`src/rtl/scl_timer.sv`:
```
module scl_timer #(
  parameter int DIV_W   = 12,
  parameter int RISE_W  = 6,
  parameter int STD_MIN = 4,
  parameter int FST_MIN = 1
) (
  input  logic              clk,
  input  logic              rst_n,
  input  logic              run,
  input  logic [DIV_W-1:0]  cfg_div,
  input  logic              cfg_fast,
  input  logic              cfg_duty,
  input  logic [RISE_W-1:0] cfg_rise,
  input  logic              scl_in,
  output logic              scl_low,
  output logic              strb_low,
  output logic              strb_high,
  output logic              stretch
);
  localparam int CNT_W = DIV_W + 4;

  typedef enum logic [1:0] {S_IDLE, S_LOW, S_REL, S_HIGH} st_t;

  st_t               st;
  logic [CNT_W-1:0]  cnt;
  logic [DIV_W-1:0]  div_q;
  logic              fast_q, duty_q;
  logic [RISE_W-1:0] rise_q;
  logic [CNT_W-1:0]  d_eff, low_len, high_len;

  always_comb begin
    d_eff = CNT_W'(div_q);
    if (fast_q  && div_q < DIV_W'(FST_MIN)) d_eff = CNT_W'(FST_MIN);
    if (!fast_q && div_q < DIV_W'(STD_MIN)) d_eff = CNT_W'(STD_MIN);
  end

  assign low_len  = !fast_q ? d_eff : (duty_q ? d_eff << 4 : d_eff << 1);
  assign high_len = (fast_q && duty_q) ? (d_eff << 3) + d_eff : d_eff;

  assign scl_low  = (st == S_LOW);
  assign stretch  = (st == S_REL) && (cnt >= CNT_W'(rise_q));

  always_ff @(posedge clk or negedge rst_n) begin
    if (!rst_n) begin
      st        <= S_IDLE;
      cnt       <= '0;
      div_q     <= '0;
      fast_q    <= 1'b0;
      duty_q    <= 1'b0;
      rise_q    <= '0;
      strb_low  <= 1'b0;
      strb_high <= 1'b0;
    end else begin
      strb_low  <= 1'b0;
      strb_high <= 1'b0;
      if (!run) begin
        div_q  <= cfg_div;
        fast_q <= cfg_fast;
        duty_q <= cfg_duty;
        rise_q <= cfg_rise;
        st     <= S_IDLE;
        cnt    <= '0;
      end else begin
        case (st)
          S_IDLE: begin
            st       <= S_LOW;
            cnt      <= low_len - 1'b1;
            strb_low <= 1'b1;
          end
          S_LOW: begin
            if (cnt == '0) st <= S_REL;
            else           cnt <= cnt - 1'b1;
          end
          S_REL: begin
            if (scl_in) begin
              st        <= S_HIGH;
              cnt       <= high_len - 1'b1;
              strb_high <= 1'b1;
            end else if (cnt != '1) begin
              cnt <= cnt + 1'b1;
            end
          end
          default: begin
            if (cnt == '0) begin
              st       <= S_LOW;
              cnt      <= low_len - 1'b1;
              strb_low <= 1'b1;
            end else begin
              cnt <= cnt - 1'b1;
            end
          end
        endcase
      end
    end
  end
endmodule

```
`config.mk`:
```
export PLATFORM = sky130hd
export DESIGN_NAME = scl_timer
export DESIGN_NICKNAME = d
export VERILOG_FILES = /design/src/rtl/scl_timer.sv
export SDC_FILE = /design/constraint.sdc
export NUM_CORES = 1
export LEC_CHECK = 0
export ABC_CLOCK_PERIOD_IN_PS = 8450
export BUFFER_PORTS_ARGS = -buffer_cell sky130_fd_sc_hd__buf_2
export CAP_MARGIN = 20
export CORE_MARGIN = 5
export CORE_UTILIZATION = 66
export CTS_CLUSTER_DIAMETER = 120
export CTS_CLUSTER_SIZE = 24
export DETAILED_ROUTE_END_ITERATION = 12
export PLACE_DENSITY = 0.87
export SYNTH_ARGS = -nofsm -noshare
export SYNTH_HDL_FRONTEND = slang
export SYNTH_SLANG_ARGS = --single-unit
```
`constraint.sdc`:
```
create_clock -name clk -period 8.45 [get_ports clk]
set_clock_uncertainty 0.1 [all_clocks]
set_input_delay 1.2675 -clock clk [delete_from_list [all_inputs] [get_ports clk]]
set_output_delay 1.2675 -clock clk [all_outputs]
set_load 0.005 [all_outputs]
```
After elaboration in Yosys (flattened, before gate mapping)
Index checks and enable logic that the tools add are counted.
Word-level totals
  register bits after elaboration: 40
  bits of input ports: 24
  output and inout bits: 4
  word-level logic and storage cells: 56
Operators by class
  add/sub/neg operators: 5
  magnitude comparators: 3
  eq/ne operators: 8
  multiplexer cells: 22
  reduce and logical (&&, ||, !) cells: 10
Operator list (number)
  16-bit two-way mux: 8
  16-bit case mux with 3 select lines: 1
  16-bit by 1-bit subtractor with 16-bit output, second input constant: 3
  12-bit two-way mux: 2
  15-bit by 12-bit adder with 16-bit output: 1
  16-bit by 1-bit adder with 16-bit output, second input constant: 1
  16-bit by 6-bit >= comparator with 1-bit output: 1
  16-bit zero test: 1
  16-bit != test, second input constant: 1
  12-bit by 1-bit less-than comparator with 1-bit output, second input constant: 1
  12-bit by 3-bit less-than comparator with 1-bit output, second input constant: 1
  2-bit two-way mux: 4
  3-bit != test, second input constant: 2
  2-bit case mux with 3 select lines: 1
  1-bit two-way mux: 5
  1-bit logical AND: 4
  4-bit by 1-bit != test with 1-bit output, second input constant: 1
  4-bit by 3-bit != test with 1-bit output, second input constant: 1
  3-bit by 2-bit != test with 1-bit output, second input constant: 1
  3-bit AND reduction: 1
  2-bit by 1-bit == test with 1-bit output, second input constant: 1
  2-bit == test, second input constant: 1
  2-bit zero test: 1
  1-bit case mux with 2 select lines: 1
  3 further kinds: 3

Longest topological paths before layout
Gate-level depths: netlist of the first run.
  depth after elaboration: 10
  gate-level depth with buffers: 16
  depth with buffers taken out: 15

Worst setup path before layout of the first run
Ideal clock, no wire load.
  path kind: register to register
  start: reg div_q[11]
  end: reg cnt[13]
  setup time: 0.086 ns
  arrival: 3.754 ns
  required time: 8.264 ns
  path slack: 4.510 ns
  stages on the path, launching flop included: 17
  path buffers: 1
  clock period less this slack: 3.940 ns
  path through: dfrtp_1 > buf_4 > or4_4 > nor3_1 > a21oi_1 > nor2_1 > ha_1 > ha_1 > a21o_1 > nand4_1 > a21o_1 > xor2_1 > mux2_4 > a2111oi_4 > nand2_1 > xor2_1 > a32oi_1
On the way
  cells in the longest elaborated chain, start to end: 10
  elaborated cells on any way between the ends: 16
  those cells by class: add/sub: 3; order compare: 2; mux: 9; reduce/logical: 2
RTL lines
  start: declaration: line 26  | logic [DIV_W-1:0] div_q;
  start signal: assignment: line 57  | div_q <= cfg_div;
  12-bit by 1-bit less-than comparator with 1-bit output: line 33  | if (fast_q && div_q < DIV_W'(FST_MIN)) d_eff = CNT_W'(FST_MIN);
  1-bit logical AND: line 33
  12-bit two-way mux: line 33
  12-bit two-way mux (*): line 34  | if (!fast_q && div_q < DIV_W'(STD_MIN)) d_eff = CNT_W'(STD_MIN);
  15-bit by 12-bit adder with 16-bit output or 16-bit two-way mux (tied branches): line 38, 37
  16-bit two-way mux (on tied branches): line 38, 37
  16-bit by 1-bit subtractor with 16-bit output (on tied branches): line 77, 67, 86
  16-bit two-way mux (on tied branches): line 75, 84
  16-bit case mux with 3 select lines (*): line 64  | case (st)
  16-bit two-way mux (*): line 56  | if (!run) begin
  end signal: assignment: line 67  | cnt <= low_len - 1'b1;
  end signal: assignment: line 77  | cnt <= high_len - 1'b1;
  end signal: assignment: line 80  | cnt <= cnt + 1'b1;
  end: declaration: line 25  | logic [CNT_W-1:0] cnt;
Mark *: on every way between the ends. The rest lies on a longest branch, timed or not.
A chain may end at the register's enable or synchronous reset.

Worst setup path after layout of the first run
  start: reg div_q[3]
  end: reg cnt[15]
Same word-level chain as after synthesis.

==> results of run 1 <==
-- cells by family after synthesis --
logic type,share of synthesized area [%]
XOR/XNOR,10.51
flip-flops,20.76
adder cells (fa/ha/maj),5.398
AND/OR/NAND/NOR,21.20
AO/OA/AOI/OAI,25.41
multiplexers,9.655
buffers and inverters,7.060
-- flip-flops by register name, indices dropped and copies added (netlist names) --
register / cells
fast_q: 1
strb_high: 1
div_q: 12
cnt: 16
rise_q: 6
duty_q: 1
strb_low: 1
st: 2
-- synth_stat cells (3+ instances only) --
library cell and number:
nor2_1 48, nand2_1 47, dfrtp_1 40, o21ai_0 34, clkbuf_1 31, xnor2_1 30
a21oi_1 29, mux2_2 28, xor2_1 26, nand3_1 25, inv_1 21, ha_1 20
buf_2 17, nor3_1 15, mux2i_1 11, a211oi_1 10, a21o_1 10, and3_1 10
a31oi_1 9, nand4_1 8, nand2b_1 7, o22ai_1 7, and2_1 6, buf_4 5
nor4_1 5, o31ai_1 5, a2111oi_0 4, a221oi_1 4, nor2b_1 4, o21ai_1 4
o221ai_1 4, a211o_1 3, a211oi_2 3, and4_1 3, buf_1 3, o211ai_1 3
o22a_1 3
-- routing by layer --
layer,vias to the layer above,routed length [um]
li1,2147,-
met1,2163,5390
met2,273,6240
met3,43,1126
met4,0,385
met5,-,0
-- how the worst max path moves through the flow --
stage                     slack, ns      end  cells past startpoint
after CTS                      3.83  cnt[15]                     13
after global routing           3.43  cnt[11]                     14
final                          3.75  cnt[15]                     13
after detailed placement       3.86  cnt[15]                     13
after global placement         4.14  cnt[13]                     15
after floorplan                4.51  cnt[13]                     16
-- area by class of cell --
| class | instances | area, um^2 |
|---|---|---|
| tap | 99 | 123.9 |
| inverter | 21 | 78.83 |
| timing repair buffer | 27 | 135.1 |
| clock buffer | 5 | 68.82 |
| clock inverter | 2 | 12.51 |
| sequential | 40 | 1001 |
| fill | 572 | 2276 |
| multi-input combinational | 484 | 3480 |
-- metrics by stage --
step	util, %	setup WS [ns]
floorplan	-	4.510
global placement	67.15	4.141
detailed placement	67.15	3.862
CTS	68.28	3.835
global route	68.28	3.430
finish	68.28	3.751
-- placed cells by master (no fill, tap or decap), types with 4 or more instances in the layout --
| master | synthesis | layout |
|---|---|---|
| nand3_1 | 25 | 25 |
| and3_1 | 10 | 10 |
| clkbuf_8 | 0 | 5 |
| nor4_1 | 5 | 5 |
| xor2_1 | 26 | 26 |
| a221oi_1 | 4 | 4 |
| o21ai_0 | 34 | 34 |
| and2_1 | 6 | 6 |
| dfrtp_1 | 40 | 40 |
| o22ai_1 | 7 | 7 |
| nor3_1 | 15 | 15 |
| mux2_2 | 28 | 28 |
| nor2b_1 | 4 | 4 |
| mux2i_1 | 11 | 11 |
| a21oi_1 | 29 | 29 |
| o31ai_1 | 5 | 5 |
| a21o_1 | 10 | 10 |
| nor2_1 | 48 | 48 |
| nand2_1 | 47 | 47 |
| o221ai_1 | 4 | 4 |
| nand4_1 | 8 | 8 |
| xnor2_1 | 30 | 30 |
| inv_1 | 21 | 21 |
| a2111oi_0 | 4 | 4 |
| a211oi_1 | 10 | 10 |
| nand2b_1 | 7 | 7 |
| o21ai_1 | 4 | 4 |
| a31oi_1 | 9 | 9 |
| ha_1 | 20 | 20 |
| buf_2 | 17 | 27 |
-- power by group through the flow --
stage          Clock, mW  Combinational (mW)  Sequential (mW)
2_1_floorplan          0               0.621            0.270
4_1_cts            0.129               0.701            0.346
3_5_place_dp           0               0.696            0.350
5_1_grt            0.138               0.780            0.360
6_report           0.129               0.721            0.350
3_3_place_gp           0               0.678            0.345
==> results.py, run 1 <==
metrics = {
    "drt": {
        "drtAntennaViolNets": 0,
        "drtIter0Drc": 325,
        "drcViolationCount": 0,
        "num_vias": 4626,
        "wire_per_inst_um": 19.38,
        "drtPass1Iterations": 5,
        "wl_um": 13140,
        "viasPerCell": 6.823,
    },
    "power_and_ir_drop": {
        "p_comb_share_pct": 60.1,
        "fin_total_pwr_mw": 1.200,
        "powerDensity_nw_per_um2": 244.9,
        "vdd_drop_max_mv": 0.1061,
        "p_clk_share_pct": 10.7,
        "seqPwrFrac_pct": 29.2,
        "intPower_mw": 0.5854,
        "p_switching_mw": 0.6147,
        "p_leak_nw": 1.990,
        "swShare_pct": 51.22,
    },
    "grt": {
        "grt_pass1_vias": 4325,
        "grt_use_met3_pct": 4.815,
        "grt_pass1_wl_um": 21320,
        "grtUsageMet1_pct": 38.77,
        "busiest_layer": "met2",
        "overflow": 0,
        "grt_use_met2_pct": 49.33,
        "grt_max_degree": 41,
        "grt_util_all_layers_pct": 29.72,
        "antenna_found_initial": 0,
    },
    "sta": {
        "final_max_slew_viol_count": 0,
        "final-setup-viol-count": 0,
        "whs_ns": 0.4175,
        "max_freq_mhz": 212.8,
        "hold_viol_final": 0,
        "setup-tns-final_ns": 0,
        "period_needed_ns": 4.699,
        "period_share_pct": 55.61,
        "tightest_slew_ns": 0.9459,
        "slew_headroom_pct": 36.94,
        "rsz0062_at_grt": "no",
    },
    "setup_path": {
        "regToRegEndpoint": "cnt[15]",
        "worstSetupPathType": "flip-flop to flip-flop",
        "crit_chain": "nor4_2, nand3_1, o21ai_0, xnor2_1, ha_1, a21o_1, a221oi_1, a21o_1, xor2_1, mux2_4, a2111oi_0, and4_1, o21ai_1",
        "crit_buf_inv": 0,
        "path_common_cell": "a21o_1",
        "cp-startpoint": "div_q[3]",
        "cp_top_family": "compound AO/OA/AOI/OAI gates",
        "crit_fanout": 21,
        "reg2reg_slack_ns": 3.75,
        "startpoint_type": "flip-flop",
        "critPathMaxStageDelay_ns": 0.65,
        "reg2regPathDepth": 13,
        "worstPathArrival_ns": 4.80,
        "required_ns": 8.55,
        "r2r_start": "div_q[3]",
        "cp_slowest_cell": "dfrtp_1",
        "cp-end-kind": "flip-flop",
    },
    "logic_synthesis": {
        "syn-instance-count": 602,
        "synth-edff-count": 0,
        "yosys_most_used_dff": "dfrtp_1",
        "ys_warn_count": 0,
        "synth_top_area_cell": "dfrtp_1",
        "ys_types": 82,
        "syn_nets": 646,
        "synth_top_area_share_pct": 20.76,
        "syn_area_per_cell_um2": 8.008,
        "ys_ff_latch": 40,
        "ys_seq_area_share_pct": 20.76,
        "synth_area_leaders": "dfrtp_1 21%, mux2_2 6.5%, xnor2_1 5.5%",
        "netlist_area_um2": 4821,
        "async_flop_share_pct": 100.0,
    },
    "clock_network": {
        "ctsHoldBuffers": 0,
        "cts.reportedPaths.clkPinSlew_ns": 0.09,
        "root_buffer": "clkbuf_8",
        "tritoncts": "done",
        "clock_sinks": 40,
        "clk_path_buf_depth": 2,
        "cts_resized": 0,
        "htree_num_levels": 2,
        "insertion_delay_ns": 0.31,
        "numCtsBuffers": 5,
        "cts_setup_buffers": 0,
    },
    "run_status": {
        "outcome": "finished, final reports clean",
    },
    "floorplanning": {
        "die_h_um": 95.47,
        "core_um2": 7176,
        "start_util_pct": 67.18,
        "io_pins": 28,
        "die_w_um": 95.47,
        "core.rowCount": 31,
        "dieArea_um2": 9114,
    },
    "layout": {
        "drive_gt1_share_pct": 15.03,
        "final_cells": 678,
        "diodes": 0,
        "post-route-cell-area_um2": 4900,
        "nNetsFinal": 623,
        "area_growth_pct": 1.635,
    },
    "placed_design": {
        "place_hpwl_um": 9658,
        "place_area_um2": 4818,
        "gp_congestion": 0.9645,
        "port-buffer-count": 27,
        "post-place-cells": 671,
    },
    "min_path": {
        "worstHoldPathType": "flip-flop to flip-flop",
        "hold_depth": 1,
        "worstHoldStart": "rise_q[2]",
        "hold_end": "rise_q[2]",
    },
    "job": {
        "maxCapViolations": 0,
    },
}
Power figures use the tool's default switching activity.
==> run 2, diff against run 1 <==
- ABC_AREA: default -> 1
- ABC_CLOCK_PERIOD_IN_PS: 8450 -> 3900
- CORE_UTILIZATION: 66 -> 57
- PLACE_DENSITY: 0.87 -> 0.8
- clock period: 8.45 -> 3.9 ns (I/O delays scaled with it)
==> results.py, run 2 <==
metrics = {
    "grt": {
        "antenna_found_initial": 0,
        "grt_pass1_wl_um": 24400,
        "grt_pass1_vias": 5180,
        "grt_util_all_layers_pct": 29.53,
        "grt_max_degree": 43,
        "overflow": 0,
    },
    "layout": {
        "nNetsFinal": 836,
        "drive_gt1_share_pct": 12.11,
        "largest_reg_flops": 16,
        "regMostFlops": "cnt",
        "fill_cells": 802,
        "post-route-cell-area_um2": 5031,
        "layout_commonest_cell": "nand2_1",
        "diodes": 0,
        "area_growth_pct": 5.455,
        "layout_common_cells": "202 x nand2_1, 101 x inv_1, 68 x nor2_1",
        "reg_top3": "cnt (16), div_q (12), rise_q (6)",
    },
    "floorplanning": {
        "die_h_um": 101.5,
        "core.rowCount": 33,
        "start_util_pct": 58.36,
        "core_um2": 8175,
        "die_w_um": 101.5,
        "io_pins": 28,
        "dieArea_um2": 10300,
    },
    "setup_path": {
        "regToRegEndpoint": "cnt[7]",
        "crit_fanout": 9,
        "required_ns": 3.96,
        "r2r_start": "div_q[9]",
        "worstSetupPathType": "flip-flop to flip-flop",
        "cp-startpoint": "div_q[9]",
        "startpoint_type": "flip-flop",
        "cp-end-kind": "flip-flop",
        "reg2regPathDepth": 22,
        "reg2reg_slack_ns": 0.46,
        "crit_path_end": "cnt[7]",
        "worstPathArrival_ns": 3.50,
    },
    "clock_network": {
        "htree_num_levels": 2,
        "root_buffer": "clkbuf_8",
        "numCtsBuffers": 5,
        "tritoncts": "done",
        "cts.reportedPaths.clkPinSlew_ns": 0.09,
        "ctsHoldBuffers": 0,
        "insertion_delay_ns": 0.30,
        "cts_resized": 0,
        "clock_sinks": 40,
        "cts_setup_buffers": 0,
        "clk_path_buf_depth": 2,
    },
    "sta": {
        "period_needed_ns": 3.443,
        "slew_headroom_pct": 36.15,
        "final-setup-viol-count": 0,
        "setup-tns-final_ns": 0,
        "final_max_slew_viol_count": 0,
        "max_freq_mhz": 290.5,
        "period_share_pct": 88.28,
        "rsz0062_at_grt": "no",
        "hold_viol_final": 0,
        "tightest_slew_ns": 0.9578,
    },
    "power_and_ir_drop": {
        "vdd_drop_max_mv": 0.3230,
        "p_comb_share_pct": 60.3,
        "p_switching_mw": 1.308,
        "p_leak_nw": 2.542,
        "swShare_pct": 52.90,
        "powerDensity_nw_per_um2": 491.5,
        "intPower_mw": 1.165,
        "p_clk_share_pct": 12.8,
        "seqPwrFrac_pct": 26.9,
    },
    "placed_design": {
        "gp_congestion": 0.9989,
        "port-buffer-count": 27,
        "place_hpwl_um": 11250,
        "place_area_um2": 4933,
    },
    "logic_synthesis": {
        "synth_common_cells": "202 x nand2_1, 101 x inv_1, 68 x nor2_1",
        "ys_types": 50,
        "syn-instance-count": 785,
        "syn_area_per_cell_um2": 6.077,
        "yosys_most_used_dff": "dfrtp_1",
        "async_flop_share_pct": 100.0,
        "synth_top_area_share_pct": 20.98,
        "synth_area_leaders": "dfrtp_1 21%, nand2_1 16%, inv_1 7.9%",
        "netlist_area_um2": 4771,
        "ys_ff_latch": 40,
        "synth-edff-count": 0,
        "yosysMostFrequentCell": "nand2_1",
        "synth_top_area_cell": "dfrtp_1",
        "syn_nets": 829,
        "ys_seq_area_share_pct": 20.98,
        "ys_warn_count": 0,
    },
    "min_path": {
        "worstHoldPathType": "input pin to async pin",
    },
    "drt": {
        "drcViolationCount": 0,
        "drtPass1Iterations": 4,
        "wire_per_inst_um": 16.16,
        "wl_um": 14520,
        "num_vias": 5289,
        "drtIter0Drc": 426,
        "drtAntennaViolNets": 0,
        "viasPerCell": 5.890,
    },
    "run_status": {
        "outcome": "finished, final reports clean",
    },
    "job": {
        "maxCapViolations": 0,
    },
}
run 2: cell count changes in the layout (fill, tap and decap cells not counted), moves of 16 or more:
cell,before,now
nand3_1,25,62
nand2_1,47,202
o21ai_0,34,50
mux2_2,28,0
nor2_1,48,68
xnor2_1,30,4
inv_1,21,101
run 2: power by group through the flow:
stage | sequential [mW] | clock [mW] | combinational, mW
2_1_floorplan | 0.592 | 0 | 1.16
3_3_place_gp | 0.664 | 0 | 1.42
4_1_cts | 0.660 | 0.319 | 1.46
6_report | 0.665 | 0.316 | 1.49
3_5_place_dp | 0.669 | 0 | 1.45
5_1_grt | 0.680 | 0.333 | 1.67
run 2: cells by family after synthesis:
family | synth area share, %
adders and majority gates | 5.245
xor gates and xnor gates | 4.222
buffers and inverters | 11.70
AOI/OAI and AO/OA | 17.55
and+or+nand+nor | 40.31
DFF | 20.98
run 2: through the flow:
stage	worst slack, ns	total power [mW]	util [%]	hold slack [ns]	cells
6_report	0.4572	2.473	61.54	0.3297	898
5_1_grt	0.1737	2.680	61.54	0.3685	898
4_1_cts	0.5284	2.434	61.54	0.3515	898
3_5_place_dp	0.5562	2.116	60.35	0.3838	890
3_3_place_gp	0.6807	2.083	60.35	0.3749	890
2_1_floorplan	0.9253	1.754	-	0.1894	785
run 2: cell type report:
cell class	count	area (um^2)	area share, %
tap	105	131.4	2.611
inverter	113	424.2	8.431
multi-input combinational	601	3212	63.84
sequential	40	1001	19.90
clock inverter	2	15.01	0.2984
clock buffer	6	82.58	1.641
timing repair buffer	31	165.2	3.283
run 2: critical path, stage by stage (launching register included):
cell and delay (ns):
dfrtp_1 0.50, nor2_2 0.15, nand2_2 0.07, nor2_4 0.16
a31o_2 0.18, nand2_2 0.09, inv_2 0.11, ha_1 0.21
ha_1 0.25, inv_1 0.05, o21ai_0 0.15, nor3_2 0.20
nand2_1 0.09, nor2_1 0.16, nand2_2 0.11, inv_1 0.12
nor2_1 0.05, nor2_1 0.13, nand2_1 0.07, nand3_1 0.11
o221ai_1 0.13, nand2_1 0.07, nand2_1 0.04
run 2: metal layers:
| metal | share of wire (%) | vias up | GRT usage (%) | wire [um] |
|---|---|---|---|---|
| li1 | - | 2571 | - | - |
| met1 | 43 | 2435 | 39.51 | 6303 |
| met2 | 47 | 251 | 49.45 | 6759 |
| met3 | 7.6 | 32 | 3.581 | 1099 |
| met4 | 2.4 | 0 | 9.816 | 353 |
| met5 | 0 | - | 0 | 0 |
run 2: how the worst min path moves through the flow:
stage	cells past startpoint	startpoint	to	slack, ns
6_report	1	rst_n	cnt[0]	0.33
5_1_grt	3	cfg_div[0]	div_q[0]	0.37
4_1_cts	1	rst_n	rise_q[0]	0.35
3_5_place_dp	2	rise_q[0]	rise_q[0]	0.38
3_3_place_gp	2	rise_q[0]	rise_q[0]	0.37
2_1_floorplan	0	rst_n	cnt[0]	0.19
==> run 3, diff against run 2 <==
- MAX_ROUTING_LAYER: default -> met4
==> results.py, run 3 (synthesis gave the netlist of run 2 again) <==
metrics = {
    "floorplanning": {
        "core.rowCount": 33,
        "dieArea_um2": 10300,
        "io_pins": 28,
        "die_h_um": 101.5,
        "core_um2": 8175,
        "start_util_pct": 58.36,
        "die_w_um": 101.5,
    },
    "layout": {
        "layout_common_cells": "202 x nand2_1, 101 x inv_1, 68 x nor2_1",
        "nNetsFinal": 837,
        "fill_cells": 787,
        "reg_top3": "cnt (16), div_q (12), rise_q (6)",
        "final_cells": 899,
        "diodes": 0,
        "drive_gt1_share_pct": 12.22,
        "regArea_um2": 1001,
        "largest_reg_flops": 16,
        "area_growth_pct": 5.901,
        "multi_input_area_um2": 3212,
        "regMostFlops": "cnt",
        "layout_commonest_cell": "nand2_1",
    },
    "drt": {
        "num_vias": 5332,
        "viasPerCell": 5.931,
        "drtIter0Drc": 533,
        "drcViolationCount": 0,
        "wire_per_inst_um": 16.08,
        "wl_um": 14450,
        "drtPass1Iterations": 6,
        "drtAntennaViolNets": 0,
    },
    "run_status": {
        "outcome": "finished, final reports clean",
    },
    "power_and_ir_drop": {
        "p_leak_nw": 2.558,
        "fin_total_pwr_mw": 2.512,
        "powerDensity_nw_per_um2": 497.3,
        "vdd_drop_max_mv": 0.3135,
    },
    "setup_path": {
        "cp_top_family": "simple AND/OR/NAND/NOR gates",
        "worstSetupPathType": "flip-flop to flip-flop",
        "crit_buf_inv": 2,
        "path_common_cell": "nand2_1",
        "cp_slowest_cell": "dfrtp_1",
        "crit_chain": "nor2_2, nand2_2, nor2_4, a31o_2, nand2_2, inv_2, ha_1, ha_1, inv_1, o21ai_0, nor3_2, nand2_1, nor2_1, nand2_2, nor2_4, nand3_2, o21ai_1, nand3_1, nand2_1, nand2_1, nand2_1, nand2_1",
        "startpoint_type": "flip-flop",
        "crit_fanout": 9,
        "required_ns": 3.98,
        "cp-end-kind": "flip-flop",
        "critPathMaxStageDelay_ns": 0.50,
        "worstPathArrival_ns": 3.46,
    },
    "clock_network": {
        "tritoncts": "done",
        "cts.reportedPaths.clkPinSlew_ns": 0.09,
        "numCtsBuffers": 5,
        "cts_setup_buffers": 0,
        "htree_num_levels": 2,
        "cts_resized": 0,
        "clk_path_buf_depth": 2,
        "clock_sinks": 40,
        "root_buffer": "clkbuf_8",
        "insertion_delay_ns": 0.31,
        "ctsHoldBuffers": 0,
    },
    "sta": {
        "period_needed_ns": 3.383,
        "tightest_slew_ns": 0.9864,
        "max_freq_mhz": 295.6,
        "slew_headroom_pct": 34.24,
        "period_share_pct": 86.75,
        "rsz0062_at_grt": "no",
        "setup-tns-final_ns": 0,
        "final_max_slew_viol_count": 0,
        "final-setup-viol-count": 0,
        "hold_viol_final": 0,
    },
    "grt": {
        "grt_pass1_vias": 5183,
        "grt_max_degree": 43,
        "grt_pass1_wl_um": 24760,
        "grt_util_all_layers_pct": 30.94,
        "antenna_found_initial": 0,
        "overflow": 0,
    },
    "job": {
        "maxCapViolations": 0,
    },
    "placed_design": {
        "place_hpwl_um": 11330,
        "post-place-cells": 891,
        "port-buffer-count": 27,
        "gp_congestion": 1.027,
    },
    "min_path": {
        "worstHoldPathType": "input pin to async pin",
    },
}
-- run 3: cell types whose count changed in the layout (fill, tap and decap cells not counted) --
cell        delta
clkinvlp_4     -1
clkbuf_8       -1
bufinv_16      +1
buf_4          +1
clkinv_2       +1
-- run 3: where the power goes --
part | internal, mW | switching, mW
logic | 0.511 | 0.976
clock network | 0.190 | 0.172
registers | 0.511 | 0.153
-- run 3: layout make-up --
type                       count  area share [%]
clock inverter                 3          0.8420
inverter                     113           8.395
multi-input combinational    601           63.57
clock buffer                   5           1.362
sequential                    40           19.81
tap                          105           2.600
timing repair buffer          32           3.418
-- run 3: final timing paths --
| kind | from | to | slack, ns | cells past startpoint |
|---|---|---|---|---|
| max | div_q[9] | cnt[11] | 0.52 | 22 |
| max reg2reg | div_q[9] | cnt[11] | 0.52 | 22 |
| min reg2reg | rise_q[0] | rise_q[0] | 0.41 | 2 |
| min in group clk | cfg_div[0] | div_q[0] | 0.37 | 3 |
| max in group asynchronous | rst_n | cnt[6] | 2.76 | 1 |
| min | rst_n | div_q[1] | 0.33 | 1 |
-- run 3: metal layers --
| layer | GRT usage [%] | vias up | part of all wire (%) |
|---|---|---|---|
| li1 | - | 2575 | - |
| met1 | 40.19 | 2424 | 42 |
| met2 | 49.80 | 286 | 46 |
| met3 | 4.063 | 47 | 8.9 |
| met4 | 10.33 | 0 | 2.8 |
| met5 | - | - | 0 |
-- run 3: per-stage QoR --
step / hold slack (ns) / util (%) / area (um^2) / setup WS [ns]
floorplan: 0.1894 / - / 4771 / 0.9253
global placement: 0.3734 / 60.44 / 4941 / 0.6869
detailed placement: 0.3885 / 60.44 / 4941 / 0.5789
CTS: 0.3543 / 61.80 / 5052 / 0.5515
global route: 0.3653 / 61.80 / 5052 / 0.2265
finish: 0.3322 / 61.80 / 5052 / 0.5169
